<file path="config.mk">
export PLATFORM = sky130hd
export DESIGN_NAME = ott_xlate_top
export DESIGN_NICKNAME = d
export VERILOG_FILES = /design/src/rtl/ott_pkg.sv /design/src/rtl/ott_entry_bank.sv /design/src/rtl/ott_lookup.sv /design/src/rtl/ott_compose.sv /design/src/rtl/ott_xlate_top.sv
export SDC_FILE = /design/constraint.sdc
export NUM_CORES = 2
export LEC_CHECK = 0
export BUFFER_PORTS_ARGS = -buffer_cell sky130_fd_sc_hd__buf_2
export CELL_PAD_IN_SITES_DETAIL_PLACEMENT = 2
export CELL_PAD_IN_SITES_GLOBAL_PLACEMENT = 2
export CORE_AREA = 2 2 227 453
export CTS_CLUSTER_DIAMETER = 30
export DETAILED_ROUTE_END_ITERATION = 12
export DIE_AREA = 0 0 229 455
export PLACE_DENSITY = 0.91
export SKIP_LAST_GASP = 1
export SYNTH_ARGS = -nofsm -noshare
export SYNTH_HDL_FRONTEND = slang
export SYNTH_HIERARCHICAL = 1
export SYNTH_SLANG_ARGS = --single-unit
</file>
<file path="constraint.sdc">
create_clock -name clk -period 3.2 [get_ports clk]
set_input_delay 0.16 -clock clk [delete_from_list [all_inputs] [get_ports clk]]
set_output_delay 0.16 -clock clk [all_outputs]
set_load 0.005 [all_outputs]
</file>
<file path="src/rtl/ott_pkg.sv">
package ott_pkg;

   typedef enum logic [1:0] {
      SPC_MEM32 = 2'b00,
      SPC_MEM64 = 2'b01,
      SPC_RSV2  = 2'b10,
      SPC_RSV3  = 2'b11
   } space_e;

   localparam int CFG_DW = 32;

   function automatic logic space_reserved(input logic [1:0] code);
      return (code == SPC_RSV2) || (code == SPC_RSV3);
   endfunction

endpackage

</file>
<file path="src/rtl/ott_entry_bank.sv">
module ott_entry_bank
   import ott_pkg::*;
#(
   parameter int N    = 12,
   parameter int P    = 64,
   parameter int IDXW = 4,
   localparam int Q     = 1 << IDXW,
   localparam int LO_W  = CFG_DW - N,
   localparam int HI_W  = P - CFG_DW,
   localparam int ENT_W = P - N
)(
   input  logic                         clk,
   input  logic                         rst,
   input  logic                         wr_en,
   input  logic [IDXW:0]                wr_addr,
   input  logic [CFG_DW-1:0]            wr_data,
   output logic [Q-1:0][ENT_W-1:0]      ent_q,
   output logic [Q-1:0][1:0]            sp_q
);

   logic [HI_W-1:0] hi_field;
   logic [LO_W-1:0] lo_field;
   logic            is_hi_word;
   logic [IDXW-1:0] wr_page;
   logic            unused_gap;

   assign lo_field   = wr_data[CFG_DW-1:N];
   assign is_hi_word = wr_addr[0];
   assign wr_page    = wr_addr[IDXW:1];
   assign unused_gap = ^wr_data[N-1:2];

   generate
      if (HI_W == CFG_DW) begin : g_hi_full
         assign hi_field = wr_data;
      end else begin : g_hi_part
         logic unused_hi_top;
         assign hi_field      = wr_data[HI_W-1:0];
         assign unused_hi_top = ^wr_data[CFG_DW-1:HI_W];
      end
   endgenerate

   generate
      for (genvar e = 0; e < Q; e++) begin : g_page
         logic hit;
         assign hit = wr_en && (wr_page == IDXW'(e));

         always_ff @(posedge clk) begin
            if (rst) begin
               ent_q[e] <= '0;
               sp_q[e]  <= SPC_MEM32;
            end else if (hit) begin
               if (!is_hi_word) begin
                  ent_q[e][LO_W-1:0] <= lo_field;
                  sp_q[e]            <= wr_data[1:0];
               end else begin
                  ent_q[e][ENT_W-1:LO_W] <= hi_field;
               end
            end
         end
      end
   endgenerate

endmodule

</file>
<file path="src/rtl/ott_lookup.sv">
module ott_lookup #(
   parameter int N    = 12,
   parameter int P    = 64,
   parameter int IDXW = 4,
   localparam int Q     = 1 << IDXW,
   localparam int ENT_W = P - N
)(
   input  logic                    clk,
   input  logic                    rst,
   input  logic                    req_valid,
   input  logic [IDXW-1:0]         req_idx,
   input  logic [N-1:0]            req_low,
   input  logic [Q-1:0][ENT_W-1:0] ent_q,
   input  logic [Q-1:0][1:0]       sp_q,
   output logic                    vld_q,
   output logic [ENT_W-1:0]        ent_sel_q,
   output logic [1:0]              sp_sel_q,
   output logic [N-1:0]            low_q
);

   logic [ENT_W-1:0] ent_mux;
   logic [1:0]       sp_mux;

   always_comb begin
      ent_mux = ent_q[req_idx];
      sp_mux  = sp_q[req_idx];
   end

   always_ff @(posedge clk) begin
      if (rst) begin
         vld_q     <= 1'b0;
         ent_sel_q <= '0;
         sp_sel_q  <= '0;
         low_q     <= '0;
      end else begin
         vld_q <= req_valid;
         if (req_valid) begin
            ent_sel_q <= ent_mux;
            sp_sel_q  <= sp_mux;
            low_q     <= req_low;
         end
      end
   end

endmodule

</file>
<file path="src/rtl/ott_compose.sv">
module ott_compose
   import ott_pkg::*;
#(
   parameter int N = 12,
   parameter int P = 64,
   localparam int ENT_W = P - N
)(
   input  logic             vld_q,
   input  logic [ENT_W-1:0] ent_sel_q,
   input  logic [1:0]       sp_sel_q,
   input  logic [N-1:0]     low_q,
   output logic [P-1:0]     out_addr,
   output logic [1:0]       out_space,
   output logic             out_err
);

   always_comb begin
      out_addr  = {ent_sel_q, low_q};
      out_space = sp_sel_q;
      out_err   = vld_q && space_reserved(sp_sel_q);
   end

endmodule

</file>
<file path="src/rtl/ott_xlate_top.sv">
module ott_xlate_top
   import ott_pkg::*;
#(
   parameter int PASS_W  = 12,
   parameter int SLV_AW  = 16,
   parameter int PCIE_AW = 64,
   localparam int IDX_W  = SLV_AW - PASS_W,
   localparam int ENT_W  = PCIE_AW - PASS_W
)(
   input  logic                clk,
   input  logic                rst,
   input  logic                req_valid,
   input  logic [SLV_AW-1:0]   req_addr,
   input  logic                cfg_wr_en,
   input  logic [IDX_W:0]      cfg_wr_addr,
   input  logic [CFG_DW-1:0]   cfg_wr_data,
   output logic                rsp_valid,
   output logic [PCIE_AW-1:0]  rsp_addr,
   output logic [1:0]          rsp_space,
   output logic                rsp_err
);

   localparam int Q = 1 << IDX_W;

   generate
      if (PASS_W < 2 || PASS_W >= CFG_DW) begin : g_bad_pass
         $error("PASS_W must leave room for the space code and stay below 32");
      end
      if (SLV_AW <= PASS_W) begin : g_bad_slv
         $error("SLV_AW must exceed PASS_W");
      end
      if (PCIE_AW <= CFG_DW || PCIE_AW > 2 * CFG_DW) begin : g_bad_pcie
         $error("PCIE_AW must lie in 33..64");
      end
      if (IDX_W > 8) begin : g_bad_depth
         $error("table depth above 256 pages is not supported");
      end
   endgenerate

   logic [Q-1:0][ENT_W-1:0] ent_q;
   logic [Q-1:0][1:0]       sp_q;
   logic                    vld_q;
   logic [ENT_W-1:0]        ent_sel_q;
   logic [1:0]              sp_sel_q;
   logic [PASS_W-1:0]       low_q;

   ott_entry_bank #(
      .N    (PASS_W),
      .P    (PCIE_AW),
      .IDXW (IDX_W)
   ) i_bank (
      .clk     (clk),
      .rst     (rst),
      .wr_en   (cfg_wr_en),
      .wr_addr (cfg_wr_addr),
      .wr_data (cfg_wr_data),
      .ent_q   (ent_q),
      .sp_q    (sp_q)
   );

   ott_lookup #(
      .N    (PASS_W),
      .P    (PCIE_AW),
      .IDXW (IDX_W)
   ) i_lookup (
      .clk       (clk),
      .rst       (rst),
      .req_valid (req_valid),
      .req_idx   (req_addr[SLV_AW-1:PASS_W]),
      .req_low   (req_addr[PASS_W-1:0]),
      .ent_q     (ent_q),
      .sp_q      (sp_q),
      .vld_q     (vld_q),
      .ent_sel_q (ent_sel_q),
      .sp_sel_q  (sp_sel_q),
      .low_q     (low_q)
   );

   ott_compose #(
      .N (PASS_W),
      .P (PCIE_AW)
   ) i_compose (
      .vld_q     (vld_q),
      .ent_sel_q (ent_sel_q),
      .sp_sel_q  (sp_sel_q),
      .low_q     (low_q),
      .out_addr  (rsp_addr),
      .out_space (rsp_space),
      .out_err   (rsp_err)
   );

   assign rsp_valid = vld_q;

endmodule

</file>
==> flow_metrics.tcl <==
set metrics [dict create \
    final_critical_path_setup_slack_ns 0.797 \
    synth-seq-cells 931 \
    p_comb_share_pct 6.5 \
    routabilityCongestion 0.757 \
    port-buffer-count 124 \
    start_util_pct 42.8 \
    syn_inst 4199 \
    htreeDepth 4 \
    fill_cells 10000 \
    synth.area.top_cells "dfxtp_1 43%, mux2i_1 30%, nand2b_1 13%" \
    pre_cts_slack_ns 0.596 \
    required_ns 3.87 \
    drc_errors 0 \
    seqPwrFrac_pct 39.8 \
    cpMostUsedCell "nand3_1" \
    p_clk_share_pct 53.8 \
    p_sw_share_pct 25.4 \
    fp.dieArea_mm2 0.104 \
    slew-limit-headroom_pct 11.3 \
    power_density_mw_per_mm2 608 \
    synth_top_family_by_area "multiplexers" \
    synth_mux_area_share_pct 30.4 \
    antenna_found_initial 3 \
    drive_above_1_share_pct 12.6 \
    routedWlPerCell_um 34.2 \
    clock-sinks 931 \
    synth.distinct_cells 26 \
    dieWidth_um 229 \
    postSynthAreaPerCell_um2 10.3 \
    crit_arrival_ns 3.08 \
    synth_edf_count 0 \
    synth_area_mm2 0.0431 \
    clock_latency_ns 0.75 \
    cts_inserted_buffers 131 \
    hp-start "cfg_wr_data[24]" \
    core-area_mm2 0.101 \
    fin_skew_ns 0.0247 \
    first_pass_iters 6 \
    p_leak_nw 24.0 \
    drt.antenna.violating_nets 0 \
    worstPathCellList "dlygate4sd3_1 -> buf_2 -> nand3b_1 -> buf_12 -> a21oi_1 -> nand3_1 -> nand3_1" \
    grt_pass1_wl_um 275000 \
    io-pin-count 125 \
    yosys.area_share.simple_pct 17.2 \
    num_vias 33500 \
    crit_path_end_kind "flip-flop" \
    cts-root-buf "clkbuf_16" \
    utilization_pct 48.7 \
    cellInternalPower_mw 22.2 \
    min_period_over_period_pct 75.1 \
    synth_async_sr_flop_share_pct 0 \
    synthXorXnorAreaFrac_pct 0 \
    r2r-start "i_bank/sp_q[29]$_SDFFE_PP0P_" \
    final_cell_mix "1308 x mux2i_1, 931 x dfxtp_1, 896 x nand2b_1" \
    synthAdderAreaFrac_pct 0 \
    drt-total-wl_um 190000 \
    clock_path_buffers 3 \
    die_h_um 455 \
    synth_nets 4256 \
    fin_crit_ns 2.40 \
    startpoint "req_valid" \
    p_switching_mw 7.57 \
    startpoint_type "input pin" \
    dp_hpwl_um 99700 \
    drv_slew 0 \
    regArea_mm2 0.0186 \
    first_global_vias 39200 \
    final_nets 4177 \
    grt.total_usage_pct 35.6 \
    tightest_slew_ns 1.33 \
    tns_ns 0 \
    multiInputGateArea_mm2 0.0221 \
    crit_fanout 34 \
    cp_slowest_cell "nand3b_1" \
    critical-path-max-stage-delay_ns 0.66 \
    synthFlopType "dfxtp_1" \
    synth_top_cell_area_share_pct 43.2 \
    final_common_cell "mux2i_1" \
    rows 165 \
    grt_max_degree 288 \
    yosysSeqAreaShare_pct 43.2 \
    path_class "in2reg" \
    path_clk_slew_ns 0.06 \
    hold_class "in2reg" \
    clock.fmax_mhz 416 \
    cap_viol_max_count 0 \
    grt_setup_unrepaired "false" \
    cts_resized 0 \
    area_delta_synth_final_pct 13.8 \
    finalSetupViolCount 0 \
    status "complete, no violations" \
    synth_compound_area_share_pct 3.57 \
    hold_ws_ns 0.0198 \
    yosysTopAreaCell "dfxtp_1" \
    ys_warn_count 6 \
    finalHoldViolations 0 \
    viasPerCell 6.02 \
    ir_drop_v 0.000474 \
    cts_tree "built" \
    grt_overflow_total 0 \
    drtIter0Drc 2414 \
]
-- per-stage QoR --
stage / area, µm² / std cells / total power [mW]
after floorplan: 43100 / 4199 / 13.2
after global placement: 44100 / 5295 / 13.8
after detailed placement: 44100 / 5295 / 13.9
after CTS: 49100 / 5559 / 29.8
after global routing: 49100 / 5561 / 30.4
final: 49100 / 5561 / 29.8
-- state kept, by name, indices dropped and copies added (netlist names) --
register / flops
i_bank/ent_q: 832
i_lookup/ent_sel_q: 52
i_bank/sp_q: 32
i_lookup/low_q: 12
i_lookup/sp_sel_q: 2
i_lookup/vld_q: 1
-- final timing paths --
path                                                             to  slack, ns  cells past startpoint
worst min register to register   i_lookup/ent_sel_q[9]$_SDFFE_PP0P_       0.46                      2
worst min-delay path                 i_bank/ent_q[636]$_SDFFE_PP0P_       0.02                      4
worst max-delay path            i_lookup/ent_sel_q[45]$_SDFFE_PP0P_       0.80                      7
worst max register to register    i_lookup/sp_sel_q[1]$_SDFFE_PP0P_       1.76                      4
-- cell families after synthesis --
| family | after synthesis |
|---|---|
| multiplexers | 1308 |
| AO/OA/AOI/OAI | 216 |
| AND/OR/NAND/NOR | 1287 |
| flip-flops | 931 |
| buffers and inverters | 457 |
-- metal layers --
metal | vias up | routed length [µm] | global-route usage, %
li1 | 14000 | - | -
met1 | 17100 | 67700 | 36.2
met2 | 1516 | 96000 | 63.2
met3 | 861 | 8740 | 6.17
met4 | 2 | 17600 | 30.4
met5 | - | 12 | 0
-- cells in the mapped netlist (2+ instances only) --
| library cell | number |
|---|---|
| and4b_1 | 3 |
| nand2_2 | 5 |
| dfxtp_1 | 931 |
| a21oi_2 | 50 |
| nor2b_1 | 5 |
| nor2_1 | 15 |
| buf_1 | 2 |
| and2_1 | 4 |
| buf_4 | 145 |
| buf_6 | 9 |
| clkbuf_1 | 212 |
| buf_2 | 88 |
| and4bb_2 | 2 |
| mux2i_1 | 1308 |
| a22oi_1 | 108 |
| nand2_1 | 189 |
| nand2b_1 | 896 |
| nand3_1 | 162 |
| a21oi_1 | 58 |
-- worst max-delay path: cells and delay by family --
family	cells	cell delay [ns]
buffers and inverters	3	1.42
AOI/OAI and AO/OA	1	0.35
and+or+nand+nor	3	1.05
-- timing repair --
item	in CTS	in global routing
buffers inserted	0	0
endpoints found under the setup margin	0	0
endpoints found under the hold margin	27	0
hold buffers	28	0
-- power by group through the flow --
stage / clock network [mW] / logic (mW) / registers (mW)
2_1_floorplan: 0 / 1.21 / 12.0
3_3_place_gp: 0 / 1.69 / 12.1
3_5_place_dp: 0 / 1.77 / 12.1
4_1_cts: 16.1 / 1.88 / 11.8
5_1_grt: 16.6 / 1.97 / 11.8
6_report: 16.0 / 1.93 / 11.8
-- cell type report --
type | instances | share of cell area (%)
tap | 1336 | 3.41
sequential | 931 | 38.0
clock buffer | 163 | 7.48
clock inverter | 73 | 2.03
antenna | 2 | 0.0102
multi-input combinational | 2811 | 45.1
timing repair buffer | 245 | 3.99
(Power assumes the default switching activity.)
